### config.mk
export PLATFORM = sky130hd
export DESIGN_NAME = sdram_col_burst_gen
export DESIGN_NICKNAME = d
export VERILOG_FILES = /design/src/rtl/col_burst_pkg.sv /design/src/rtl/cb_len_decode.sv /design/src/rtl/cb_col_step.sv /design/src/rtl/sdram_col_burst_gen.sv
export SDC_FILE = /design/constraint.sdc
export NUM_CORES = 1
export LEC_CHECK = 0
export BUFFER_PORTS_ARGS = -buffer_cell sky130_fd_sc_hd__buf_2
export CORE_MARGIN = 1.5
export CORE_UTILIZATION = 58
export DETAILED_ROUTE_END_ITERATION = 6
export GPL_ROUTABILITY_DRIVEN = 0
export HOLD_SLACK_MARGIN = 0.02
export PLACE_DENSITY = 0.95
export SLEW_MARGIN = 20
export SYNTH_ARGS = -nofsm -noshare
export SYNTH_HDL_FRONTEND = slang
export SYNTH_HIERARCHICAL = 1
export SYNTH_SLANG_ARGS = --single-unit
### constraint.sdc
create_clock -name clk -period 5.1 [get_ports clk]
set_input_delay 0.255 -clock clk [delete_from_list [all_inputs] [get_ports clk]]
set_output_delay 0.255 -clock clk [all_outputs]
set_load 0.02 [all_outputs]
### src/rtl/col_burst_pkg.sv
package col_burst_pkg;

    typedef enum logic {
        ST_IDLE  = 1'b0,
        ST_BURST = 1'b1
    } burst_st_e;

    localparam logic [2:0] LEN_ONE   = 3'd0;
    localparam logic [2:0] LEN_TWO   = 3'd1;
    localparam logic [2:0] LEN_FOUR  = 3'd2;
    localparam logic [2:0] LEN_EIGHT = 3'd3;
    localparam logic [2:0] LEN_PAGE  = 3'd7;

endpackage

### src/rtl/cb_len_decode.sv
module cb_len_decode
    import col_burst_pkg::*;
#(
    parameter int COL_W = 9,
    parameter int CNT_W = 3
) (
    input  logic [2:0]       code_i,
    output logic [COL_W-1:0] wrap_mask_o,
    output logic [CNT_W-1:0] beats_m1_o,
    output logic             page_o
);
    always_comb begin
        wrap_mask_o = '0;
        beats_m1_o  = '0;
        page_o      = 1'b0;
        unique case (code_i)
            LEN_TWO: begin
                wrap_mask_o = COL_W'(1);
                beats_m1_o  = CNT_W'(1);
            end
            LEN_FOUR: begin
                wrap_mask_o = COL_W'(3);
                beats_m1_o  = CNT_W'(3);
            end
            LEN_EIGHT: begin
                wrap_mask_o = COL_W'(7);
                beats_m1_o  = CNT_W'(7);
            end
            LEN_PAGE: begin
                wrap_mask_o = '1;
                page_o      = 1'b1;
            end
            default: begin
                wrap_mask_o = '0;
                beats_m1_o  = '0;
            end
        endcase
    end
endmodule

### src/rtl/cb_col_step.sv
module cb_col_step #(
    parameter int COL_W = 9
) (
    input  logic [COL_W-1:0] col_i,
    input  logic [COL_W-1:0] wrap_mask_i,
    output logic [COL_W-1:0] col_nxt_o
);
    logic [COL_W-1:0] col_inc;

    assign col_inc = col_i + COL_W'(1);

    // bits inside the wrap window count, bits above it hold
    for (genvar b = 0; b < COL_W; b++) begin : g_bit
        assign col_nxt_o[b] = wrap_mask_i[b] ? col_inc[b] : col_i[b];
    end
endmodule

### src/rtl/sdram_col_burst_gen.sv
module sdram_col_burst_gen
    import col_burst_pkg::*;
#(
    parameter int COL_W  = 9,
    parameter int MAX_BL = 8,
    localparam int CNT_W = $clog2(MAX_BL)
) (
    input  logic             clk,
    input  logic             rst_n,
    input  logic             start_i,
    input  logic [COL_W-1:0] start_col_i,
    input  logic [2:0]       burst_len_i,
    input  logic             term_i,
    output logic [COL_W-1:0] col_o,
    output logic             beat_vld_o,
    output logic             last_o
);
    burst_st_e        state_q, state_d;
    logic [COL_W-1:0] col_q, mask_q, dec_mask, col_nxt;
    logic [CNT_W-1:0] left_q, dec_left;
    logic             page_q, dec_page;
    logic             end_beat, load;

    cb_len_decode #(.COL_W(COL_W), .CNT_W(CNT_W)) u_dec (
        .code_i      (burst_len_i),
        .wrap_mask_o (dec_mask),
        .beats_m1_o  (dec_left),
        .page_o      (dec_page)
    );

    cb_col_step #(.COL_W(COL_W)) u_step (
        .col_i       (col_q),
        .wrap_mask_i (mask_q),
        .col_nxt_o   (col_nxt)
    );

    assign end_beat = (state_q == ST_BURST) &&
                      (term_i || (!page_q && (left_q == '0)));
    assign load     = start_i && ((state_q == ST_IDLE) || end_beat);

    // next state: START, STEP, CHAIN, FINISH
    always_comb begin
        state_d = state_q;
        unique case (state_q)
            ST_IDLE:  if (start_i) state_d = ST_BURST;
            ST_BURST: if (end_beat && !start_i) state_d = ST_IDLE;
        endcase
    end

    always_ff @(posedge clk or negedge rst_n) begin
        if (!rst_n) state_q <= ST_IDLE;
        else        state_q <= state_d;
    end

    always_ff @(posedge clk or negedge rst_n) begin
        if (!rst_n) begin
            col_q  <= '0;
            mask_q <= '0;
            left_q <= '0;
            page_q <= 1'b0;
        end else if (load) begin
            col_q  <= start_col_i;
            mask_q <= dec_mask;
            left_q <= dec_left;
            page_q <= dec_page;
        end else if (state_q == ST_BURST) begin
            col_q <= col_nxt;
            if (!page_q) left_q <= left_q - CNT_W'(1);
        end
    end

    always_comb begin
        beat_vld_o = (state_q == ST_BURST);
        col_o      = col_q;
        last_o     = end_beat;
    end

    a_r1_idle_quiet: assert property (@(posedge clk) disable iff (!rst_n)
        !beat_vld_o && !start_i |=> !beat_vld_o);
    a_r2_first_col: assert property (@(posedge clk) disable iff (!rst_n)
        !beat_vld_o && start_i |=> beat_vld_o && col_o == $past(start_col_i));
    a_r5_page_step: assert property (@(posedge clk) disable iff (!rst_n)
        beat_vld_o && page_q && !last_o |=> col_o == $past(col_o) + COL_W'(1));
    a_r6_last_in_beat: assert property (@(posedge clk) disable iff (!rst_n)
        last_o |-> beat_vld_o);
    a_r7_term_closes: assert property (@(posedge clk) disable iff (!rst_n)
        beat_vld_o && term_i |-> last_o);
    a_r7_finish_idle: assert property (@(posedge clk) disable iff (!rst_n)
        last_o && !start_i |=> !beat_vld_o);
    a_r9_chain: assert property (@(posedge clk) disable iff (!rst_n)
        last_o && start_i |=> beat_vld_o && col_o == $past(start_col_i));
    a_r10_mid_continue: assert property (@(posedge clk) disable iff (!rst_n)
        beat_vld_o && !last_o |=> beat_vld_o);
endmodule

==> results of run 1 <==
## registers in the layout (all words and copies together) (netlist names)
name	cells
page_q	1
left_q	3
mask_q	9
beat_vld_o	1
col_o	9
## path summary, 6_finish.rpt
check,slack [ns],end
min,0.23,left_q[1]$_DFFE_PN0P_
min reg2reg,0.52,mask_q[2]$_DFFE_PN0P_
min in group asynchronous,0.43,col_o[3]$_DFFE_PN0P_
max reg2reg,2.69,mask_q[3]$_DFFE_PN0P_
max,2.69,mask_q[3]$_DFFE_PN0P_
max in group asynchronous,4.33,page_q$_DFFE_PN0P_
## cell usage in the layout (no fill, tap or decap), drive strengths merged, types with 2 or more instances in the layout
cell type	synthesis	layout
dfrtp	23	23
and3	2	2
xnor2	5	5
inv	7	7
nand2	5	5
a21o	10	10
xor2	3	3
buf	8	26
nor2	11	11
a211oi	2	2
nand2b	2	2
ha	3	3
clkbuf	1	3
mux2	10	10
a22o	9	9
mux2i	2	2
nand4	6	6
## layer usage
metal	wire length, µm	track usage [%]	up-vias
met5	0	0	-
met4	38	10.4	0
met3	118	2.63	4
met2	1320	40.9	30
met1	1170	25.0	503
li1	-	-	490
## cell families (layout without fill, tap and decap cells)
family | Yosys count | in the layout | share of synthesized area, %
buf+inv | 16 | 38 | 6.56
fa+ha+maj | 4 | 4 | 3.66
compound gates | 31 | 31 | 18.4
flops | 23 | 23 | 43.1
simple gates | 31 | 31 | 13.1
xor+xnor | 8 | 8 | 5.25
mux | 12 | 12 | 9.93
## cell type report
| class | instances | area [µm²] |
|---|---|---|
| fillers | 159 | 714 |
| flip-flops and latches | 23 | 576 |
| clock buffers | 3 | 22.5 |
| multi-input cells | 86 | 672 |
| inverters | 7 | 26.3 |
| repair buffers | 27 | 140 |
| well taps | 28 | 35.0 |
| clock inverters | 1 | 5.00 |
## power by group through the flow
stage / sequential [mW] / clock, mW / combinational [mW]
6_report: 0.273 / 0.0845 / 0.207
5_1_grt: 0.279 / 0.0904 / 0.227
4_1_cts: 0.272 / 0.0873 / 0.208
3_5_place_dp: 0.276 / 0 / 0.206
3_3_place_gp: 0.271 / 0 / 0.195
2_1_floorplan: 0.294 / 0 / 0.124
## timing repair
action / 4_1_cts / 5_1_grt
endpoints found under the hold margin: 23 / 0
hold buffers: 1 / 0
setup endpoints to repair: 0 / 0
## through the flow
stage / hold slack [ns] / power, mW / area (µm²)
floorplan: -0.0406 / 0.418 / 1340
global placement: 0.249 / 0.467 / 1440
detailed placement: 0.255 / 0.482 / 1440
CTS: 0.219 / 0.567 / 1480
global route: 0.244 / 0.596 / 1480
finish: 0.227 / 0.565 / 1480
## critical path, delay by kind of cell, from the launching register on
kind	cells	cell delay, ns
flip-flops	1	0.43
buffers and inverters	1	0.12
multiplexers	1	0.42
AO/OA/AOI/OAI	1	0.85
AND/OR/NAND/NOR	1	0.33
adder cells (fa/ha/maj)	1	0.15
==> key figures, run 1 <==
Run status
  • Status: completed

Clocking
  • Clock sinks: 23
  • CTS max path bufs: 2
  • # H-tree levels: 1
  • CTS Buf Count: 3
  • CTS tree: built
  • Post-CTS setup buffer count: 0
  • Root buffer cell: clkbuf_4
  • Post-CTS resize count: 0
  • Clk_lat worst skew: approximately 0.30 ns
  • Worst-path clk slew: about 0.13 ns

Synth
  • Post-synth top cells: 23 x dfrtp_1, 10 x a21o_1, 10 x mux2_2, 10 x nor2_1, 9 x a22o_1
  • Syn Std Cell Area: roughly 1300 µm²
  • Yosys cell types: 38
  • Area contributors post-synth: dfrtp_1 43%, mux2_2 8.4%, a22o_1 5.9%
  • Gate Count Post-Synth: 125
  • Warnings from Yosys: 6
  • Register bit total from synthesis: 23
  • Syn_area_per_cell: between 10 and 15 µm²
  • Number of flops mapped to enable cells by yosys: 0
  • Top-area cell type share of the netlist area: a little over two fifths
  • Sequential area share after synthesis: between 40% and 50%
  • Syn nets: roughly 140
  • Async S/R FF share, synth: 100%
  • Leading area contributor after synthesis: dfrtp_1
  • Ys flop type: dfrtp_1
  • Count leader, synth: dfrtp_1

Layout
  • Area grow syn2layout: 10.6%
  • Final nets: about 170
  • Core Util, Final: 67.4%
  • Number of antenna diodes: 0
  • Layout cells sized above 1: 32.7%
  • Non-Filler Instances: between 150 and 200

Power
  • Leak Pwr: 0.753 nW
  • Sw Share: about two fifths
  • Peak supply drop: roughly 0.23 mV
  • Comb pwr share: between 30% and 40%
  • P_sw: around 0.22 mW
  • Clock share of power: roughly 15%
  • Pint: 0.349 mW
  • Pwr per Cell Area: 383 nW/µm²
  • Seq pwr share: about half

Timing
  • Relative slew slack: around 33%
  • TNS Setup: 0 ns
  • Worst-margin pin slew: between 1 and 1.5 ns
  • Final setup skew: 0.00165 ns
  • Slew Limit Fails: 0
  • Minimum clock period: about 2.4 ns
  • Final worst setup slack: roughly 2.7 ns
  • Endpoints failing setup: 0
  • Fin. Hold Viols: 0
  • Final Cycle Share: between 40% and 50%
  • RSZ-0062 raised after global routing: no
  • Achievable clock frequency: 415 MHz

Placed design
  • Post-DP HPWL: just under 2 mm
  • Placed Cells: 170
  • IO buf count: 26
  • DP Worst Slack: around 2.8 ns

Detailed routing
  • Post-DRT Antenna Nets: 0
  • Final WL: 2.65 mm
  • DR DRC count: 0
  • Routed wire length per instance: between 15 and 20 µm
  • DR vias/cell: 5.87
  • Number of DRC markers in iteration 0: 19
  • Pre-antenna DRT Iters: 4
  • Via Count: a little over 1000

Critical path
  • CP Launch Type: flop
  • Reg2reg start: left_q[0]$_DFFE_PN0P_
  • Crit path max-delay cell type: o31a_1
  • Crit-path cells: inv_1 > ha_1 > nor3b_1 > o31a_1 > mux2_2
  • R2r worst-path depth: 5
  • Setup crit start: left_q[0]$_DFFE_PN0P_
  • Worst path arrival time: approximately 2.6 ns
  • Critical Path End Type: flop
  • Crit-path max FO: 23
  • Worst EP required: 5.30 ns
  • Critical Path Max Stage Delay: between 0.8 and 0.9 ns
  • Kind of critical path: flop to flop

GRT
  • Largest net degree at the start of global routing: 24
  • Number of global-route vias before repair: 1005
  • First-pass GRT wire length: 4.26 mm
  • Congestion Overflow GR: 0
  • Antenna violations before repair: 0
  • Overall routing resource usage: 22.1%

Hold path
  • Hold Crit Start: start_i
  • Hold Path Cell Cnt: 2
  • Worst hold path type: input port to flop

Die
  • Die W: approximately 50 µm
  • Starting Density: between 60% and 70%
  • Die Area: approximately 2600 µm²
  • Std cell rows: 17
  • Die H: ~50 µm
  • Core area: 2190 µm²
  • Io pins: 27

Job
  • Max cap viols: 0
Power figures use the tool's default switching activity.
==> run 2, diff against run 1 <==
ABC_AREA = 1   (was unset)
CORE_UTILIZATION = 55   (was 58)
PLACE_DENSITY = 0.9   (was 0.95)
clock period = 2.5 ns   (was 5.1 ns; I/O delays follow)
==> key figures, run 2 <==
Critical path
  • Kind of critical path: flop to output port
  • Worst path arrival time: 1.43 ns
  • CP Launch Type: flop
  • Crit-path max FO: 3
  • Worst EP required: around 2.4 ns
  • Setup crit start: left_q[0]$_DFFE_PN0P_
  • Critical Path End Type: output port
  • Reg2reg start: left_q[0]$_DFFE_PN0P_

Placed design
  • DP Area: about 1500 µm²
  • DP Worst Slack: just over 1 ns
  • Post-DP HPWL: approximately 2.0 mm
  • IO buf count: 26

Clocking
  • Worst-path clk slew: roughly 0.13 ns
  • CTS max path bufs: 2
  • CTS tree: built
  • Post-CTS resize count: 0
  • # H-tree levels: 1
  • Clock sinks: 23
  • Clk_lat worst skew: 0.31 ns
  • Root buffer cell: clkbuf_4
  • CTS Buf Count: 3

Die
  • Starting Density: 57.6%
  • Die W: ~54 µm
  • Die H: ~54 µm
  • Die Area: 2910 µm²
  • Io pins: 27
  • Std cell rows: 18
  • Core area: roughly 2500 µm²

Synth
  • Mux contribution to synthesized area: less than 1%
  • Gate Count Post-Synth: 198
  • Main combinational cell family by area after synthesis: simple AND/OR/NAND/NOR gates
  • Register bit total from synthesis: 23
  • Sequential area share after synthesis: between 40 and 50%
  • Post-synth top cells: 85 x nand2_1, 28 x nand3_1, 23 x dfrtp_1, 20 x inv_1, 8 x nor2_1
  • Syn Std Cell Area: between 1000 and 1500 µm²
  • Yosys cell types: 23
  • Syn_area_per_cell: just over 7 µm²
  • Async S/R FF share, synth: 100%
  • Ys flop type: dfrtp_1
  • Count leader, synth: nand2_1
  • Area contributors post-synth: dfrtp_1 40%, nand2_1 22%, nand3_1 9.8%
  • Complex-gate fraction of the synthesized area: ~1.5%
  • Warnings from Yosys: 6
  • Top-area cell type share of the netlist area: roughly two fifths
  • Adder-cell share of the synthesized area: 2.63%
  • Syn nets: between 200 and 250
  • Number of flops mapped to enable cells by yosys: 0
  • Leading area contributor after synthesis: dfrtp_1
  • Synth Area in XOR/XNOR: 3.07%
  • Synth Area in Simple Gates: slightly below 40%

GRT
  • Number of global-route vias before repair: between 1000 and 1500
  • Overall routing resource usage: 20.7%
  • Antenna violations before repair: 0
  • Congestion Overflow GR: 0
  • Largest net degree at the start of global routing: 25
  • First-pass GRT wire length: 4.38 mm

Timing
  • Fin Hold WS: ~0.026 ns
  • TNS Setup: 0 ns
  • Endpoints failing setup: 0
  • Final setup skew: approximately 0.0043 ns
  • Worst-margin pin slew: roughly 0.5 ns
  • Slew Limit Fails: 0
  • Final Cycle Share: between 60% and 70%
  • Final worst setup slack: 0.945 ns
  • Fin. Hold Viols: 0
  • Achievable clock frequency: approximately 640 MHz
  • Relative slew slack: roughly 66%
  • RSZ-0062 raised after global routing: no
  • Minimum clock period: between 1.5 and 2 ns

Detailed routing
  • Post-DRT Antenna Nets: 0
  • DR vias/cell: 4.95
  • Number of DRC markers in iteration 0: 29
  • Pre-antenna DRT Iters: 4
  • Final WL: roughly 2.7 mm
  • Routed wire length per instance: approximately 11 µm
  • Via Count: ~1200
  • DR DRC count: 0

Layout
  • Post-route cell area: ~1600 µm²
  • Number of antenna diodes: 0
  • Final nets: around 240
  • Layout cells sized above 1: between 10% and 20%
  • Area grow syn2layout: 9.90%
  • Commonest non-fill, non-tap cells in the layout: 85 x nand2_1, 28 x nand3_1, 26 x buf_2
  • Commonest non-fill, non-tap cell in the layout: nand2_1

Hold path
  • Hold Crit Start: start_col_i[4]
  • Worst hold path type: input port to flop

Power
  • Total power: between 1 and 1.5 mW
  • Pwr per Cell Area: approximately 840 nW/µm²
  • Leak Pwr: just under 0.9 nW
  • Peak supply drop: between 0.4 and 0.5 mV

Run status
  • Status: completed

Job
  • Max cap viols: 0
[run 2: changes by cell type after synthesis, moves of 2 or more]
| cell | delta |
|---|---|
| mux2_2 | -9 |
| a211oi_1 | -2 |
| nand2_2 | +3 |
| a21o_1 | -10 |
| nand2_1 | +80 |
| nand3_1 | +28 |
| inv_1 | +15 |
| a22o_1 | -9 |
| nand4_1 | -5 |
| xnor2_1 | -3 |
| mux2i_1 | -2 |
| nor2_1 | -2 |
| nand2b_1 | -2 |
| buf_6 | +2 |
[run 2: cells by family after synthesis]
logic type | Yosys count
multiplexers | 1
AO/OA/AOI/OAI | 3
adder cells (fa/ha/maj) | 3
buffers and inverters | 34
AND/OR/NAND/NOR | 129
flip-flops | 23
XOR/XNOR | 5
[run 2: what timing repair did]
action                    in CTS  in global routing
setup buffers                  0                  0
hold endpoints to repair      24                  0
hold buffers                   2                  0
[run 2: final timing paths]
check	end	slack, ns	cells past startpoint
max in group asynchronous	col_o[3]$_DFFE_PN0P_	1.85	2
worst min register to register	mask_q[5]$_DFFE_PN0P_	0.50	2
worst max register to register	left_q[2]$_DFFE_PN0P_	0.99	9
min in group asynchronous	beat_vld_o$_DFF_PN0_	0.30	2
worst max-delay path	last_o	0.94	5
worst min-delay path	col_o[4]$_DFFE_PN0P_	0.03	3
[run 2: final cells by class]
class	instances	area, µm²
Clock buffer	4	26.3
Timing Repair Buffer	29	158
Inverter	24	92.6
Sequential cell	23	576
Fill cell	232	908
Tap cell	30	37.5
Multi-Input combinational cell	141	679
[run 2: critical path: stages (launching register included)]
cell      delay [ns]
dfrtp_1         0.40
inv_1           0.10
ha_1            0.17
nand2_2         0.08
a21boi_0        0.18
buf_2           0.19
[run 2: power breakdown]
| group | leakage (nW) | switching [mW] | internal (mW) |
|---|---|---|---|
| Combinational | 0.586 | 0.355 | 0.214 |
| Clock | 0.0150 | 0.110 | 0.0623 |
| Sequential | 0.290 | 0.108 | 0.472 |
[run 2: per-stage QoR]
stage / std cells / utilization, %
2_1_floorplan: 198 / -
3_3_place_gp: 245 / 61.5
3_5_place_dp: 245 / 61.5
4_1_cts: 251 / 63.3
5_1_grt: 251 / 63.3
6_report: 251 / 63.3
[run 2: layer usage]
layer  global-route usage [%]  up-vias  part of all wire, %
li1                         -      650                    -
met4                     5.13        0                 0.81
met5                        0        -                    0
met1                     26.2      563                   47
met3                     2.50        4                  2.9
met2                     37.0       25                   49
==> run 3, diff against run 2 <==
ABC_AREA = 0   (was 1)
CORE_UTILIZATION = 49   (was 55)
PLACE_DENSITY = 0.86   (was 0.9)
clock period = 1.3 ns   (was 2.5 ns; I/O delays follow)
==> key figures, run 3 (same netlist as run 1, synthesis figures left out) <==
Run status
  • Status: complete, but fails checks
  • Violations in the final reports: negative setup slack

Critical path
  • R2R Setup Slk: -0.40 ns
  • Critical Path Max Stage Delay: around 0.4 ns
  • Kind of critical path: flop to flop
  • Crit-path max FO: 23
  • Worst path arrival time: roughly 1.9 ns
  • Reg2reg start: left_q[0]$_DFFE_PN0P_
  • Worst EP required: about 1.5 ns
  • Critical Path End Type: flop
  • R2r endpoint: col_o[6]$_DFFE_PN0P_
  • Crit-path cells: inv_2 > ha_4 > nor3b_4 > o31a_1 > buf_12 > a22o_1 > a21o_1
  • CP Launch Type: flop
  • R2r worst-path depth: 7
  • Crit path max-delay cell type: dfrtp_1

Timing
  • Worst-margin pin slew: between 0.5 and 0.6 ns
  • RSZ-0062 raised after global routing: yes
  • Fin. Hold Viols: 0
  • Endpoints failing setup: 24
  • Achievable clock frequency: between 500 and 600 MHz
  • Final worst setup slack: -0.404 ns
  • Final Cycle Share: 131%
  • Slew Limit Fails: 0
  • Final setup skew: 0.00180 ns
  • Minimum clock period: ~1.7 ns
  • Fin Hold WS: 0.0545 ns
  • Relative slew slack: around two thirds

Layout
  • Commonest non-fill, non-tap cell in the layout: buf_2
  • Commonest non-fill, non-tap cells in the layout: 25 x buf_2, 23 x dfrtp_1, 14 x buf_4
  • Area grow syn2layout: 25.5%
  • Number of fillers in the final layout: just under 200
  • Layout cells sized above 1: a little over two fifths
  • Number of antenna diodes: 0
  • Final nets: 183

Detailed routing
  • Number of DRC markers in iteration 0: 14
  • Final WL: around 2.8 mm
  • Via Count: 1074
  • Routed wire length per instance: roughly 15 µm
  • DR vias/cell: approximately 5.6
  • Post-DRT Antenna Nets: 0
  • DR DRC count: 0
  • Pre-antenna DRT Iters: 6

Hold path
  • Hold Path Cell Cnt: 3
  • Worst hold path type: input port to flop
  • WHS Endpoint: col_o[8]$_DFFE_PN0P_
  • Hold Crit Start: start_col_i[8]

Power
  • Leak Pwr: roughly 0.85 nW
  • Total power: 2.49 mW
  • Peak supply drop: ~0.97 mV
  • Pwr per Cell Area: approximately 1500 nW/µm²

Clocking
  • Worst-path clk slew: roughly 0.12 ns
  • Root buffer cell: clkbuf_4
  • CTS max path bufs: 2
  • CTS Buf Count: 3
  • # H-tree levels: 1
  • Clock sinks: 23
  • Clk_lat worst skew: around 0.30 ns
  • CTS tree: built

GRT
  • First-pass GRT wire length: just over 4 mm
  • Congestion Overflow GR: 0
  • Overall routing resource usage: just under 20%
  • Largest net degree at the start of global routing: 24
  • Antenna violations before repair: 0
  • Number of global-route vias before repair: 946

Job
  • Max cap viols: 0

Die
  • Core area: between 2000 and 3000 µm²
  • Io pins: 27
  • Die H: 55.2 µm
  • Die W: 55.2 µm
  • Starting Density: a little over half
  • Std cell rows: 18
  • Die Area: slightly above 3000 µm²

Placed design
  • Post-DP HPWL: 2.07 mm
  • IO buf count: 26
## run 3: cell count changes in the layout (fill, tap and decap cells not counted), moves of 3 or more
cell	delta
mux2_4	+4
buf_4	+13
xnor2_1	+3
nand2_1	-80
inv_1	-17
nand2_2	-3
a21o_1	+10
nand3_1	-28
nand4_1	+5
mux2_2	+5
a22o_1	+9
## run 3: critical path, delay by kind of cell, from the launching register on
family / cells / cell delay, ns
buffers and inverters: 2 / 0.24
AOI/OAI and AO/OA: 3 / 0.65
and+or+nand+nor: 1 / 0.15
adders and majority gates: 1 / 0.16
DFF: 1 / 0.40
## run 3: area by class of cell
class / instances / area [µm²] / area share, %
timing repair buffer: 43 / 283 / 16.9
clock buffer: 4 / 26.3 / 1.57
inverter: 7 / 26.3 / 1.57
tap: 30 / 37.5 / 2.24
multi-input combinational: 86 / 727 / 43.4
sequential: 23 / 576 / 34.4
## run 3: metal layers
| metal | vias up | part of all wire [%] | GRT usage [%] | routed length [µm] |
|---|---|---|---|---|
| li1 | 523 | - | - | - |
| met1 | 524 | 46 | 24.3 | 1290 |
| met2 | 23 | 49 | 34.3 | 1390 |
| met3 | 4 | 3.6 | 2.69 | 102 |
| met4 | 0 | 1.1 | 8.13 | 32 |
| met5 | - | 0 | 0 | 0 |
## run 3: worst max-delay path by stage
stage                               start  depth (start not counted)                    end
floorplan           left_q[0]$_DFFE_PN0P_                          7   col_o[4]$_DFFE_PN0P_
global placement    left_q[0]$_DFFE_PN0P_                          7   col_o[1]$_DFFE_PN0P_
detailed placement  left_q[0]$_DFFE_PN0P_                          7   col_o[0]$_DFFE_PN0P_
CTS                 left_q[0]$_DFFE_PN0P_                          7   col_o[2]$_DFFE_PN0P_
global route        left_q[0]$_DFFE_PN0P_                          6  mask_q[2]$_DFFE_PN0P_
finish              left_q[0]$_DFFE_PN0P_                          7   col_o[6]$_DFFE_PN0P_
## run 3: through the flow
stage          setup slack, ns  std cells  setup TNS, ns  utilization, %  cell area (µm²)
2_1_floorplan           -0.357        125          -6.61               -             1370
3_3_place_gp            -0.322        187          -6.08            63.2             1600
3_5_place_dp            -0.377        187          -7.29            63.2             1600
4_1_cts                 -0.391        192          -7.55            65.2             1650
5_1_grt                 -0.441        193          -9.44            66.4             1680
6_report                -0.404        193          -8.28            66.4             1680
## run 3: where the power goes
| part | leakage, nW | total [mW] | switching, mW | internal (mW) |
|---|---|---|---|---|
| registers | 0.286 | 1.03 | 0.159 | 0.872 |
| logic | 0.549 | 1.14 | 0.548 | 0.589 |
| clock network | 0.0150 | 0.324 | 0.204 | 0.120 |
## run 3: what timing repair did
item | CTS | global route
resized for setup | 5 | 6
setup endpoints to repair | 24 | 24
pin swaps | 2 | 3
buffers inserted | 1 | 1
cloned | 0 | 0
endpoints found under the hold margin | 23 | 0
hold buffers | 1 | 0
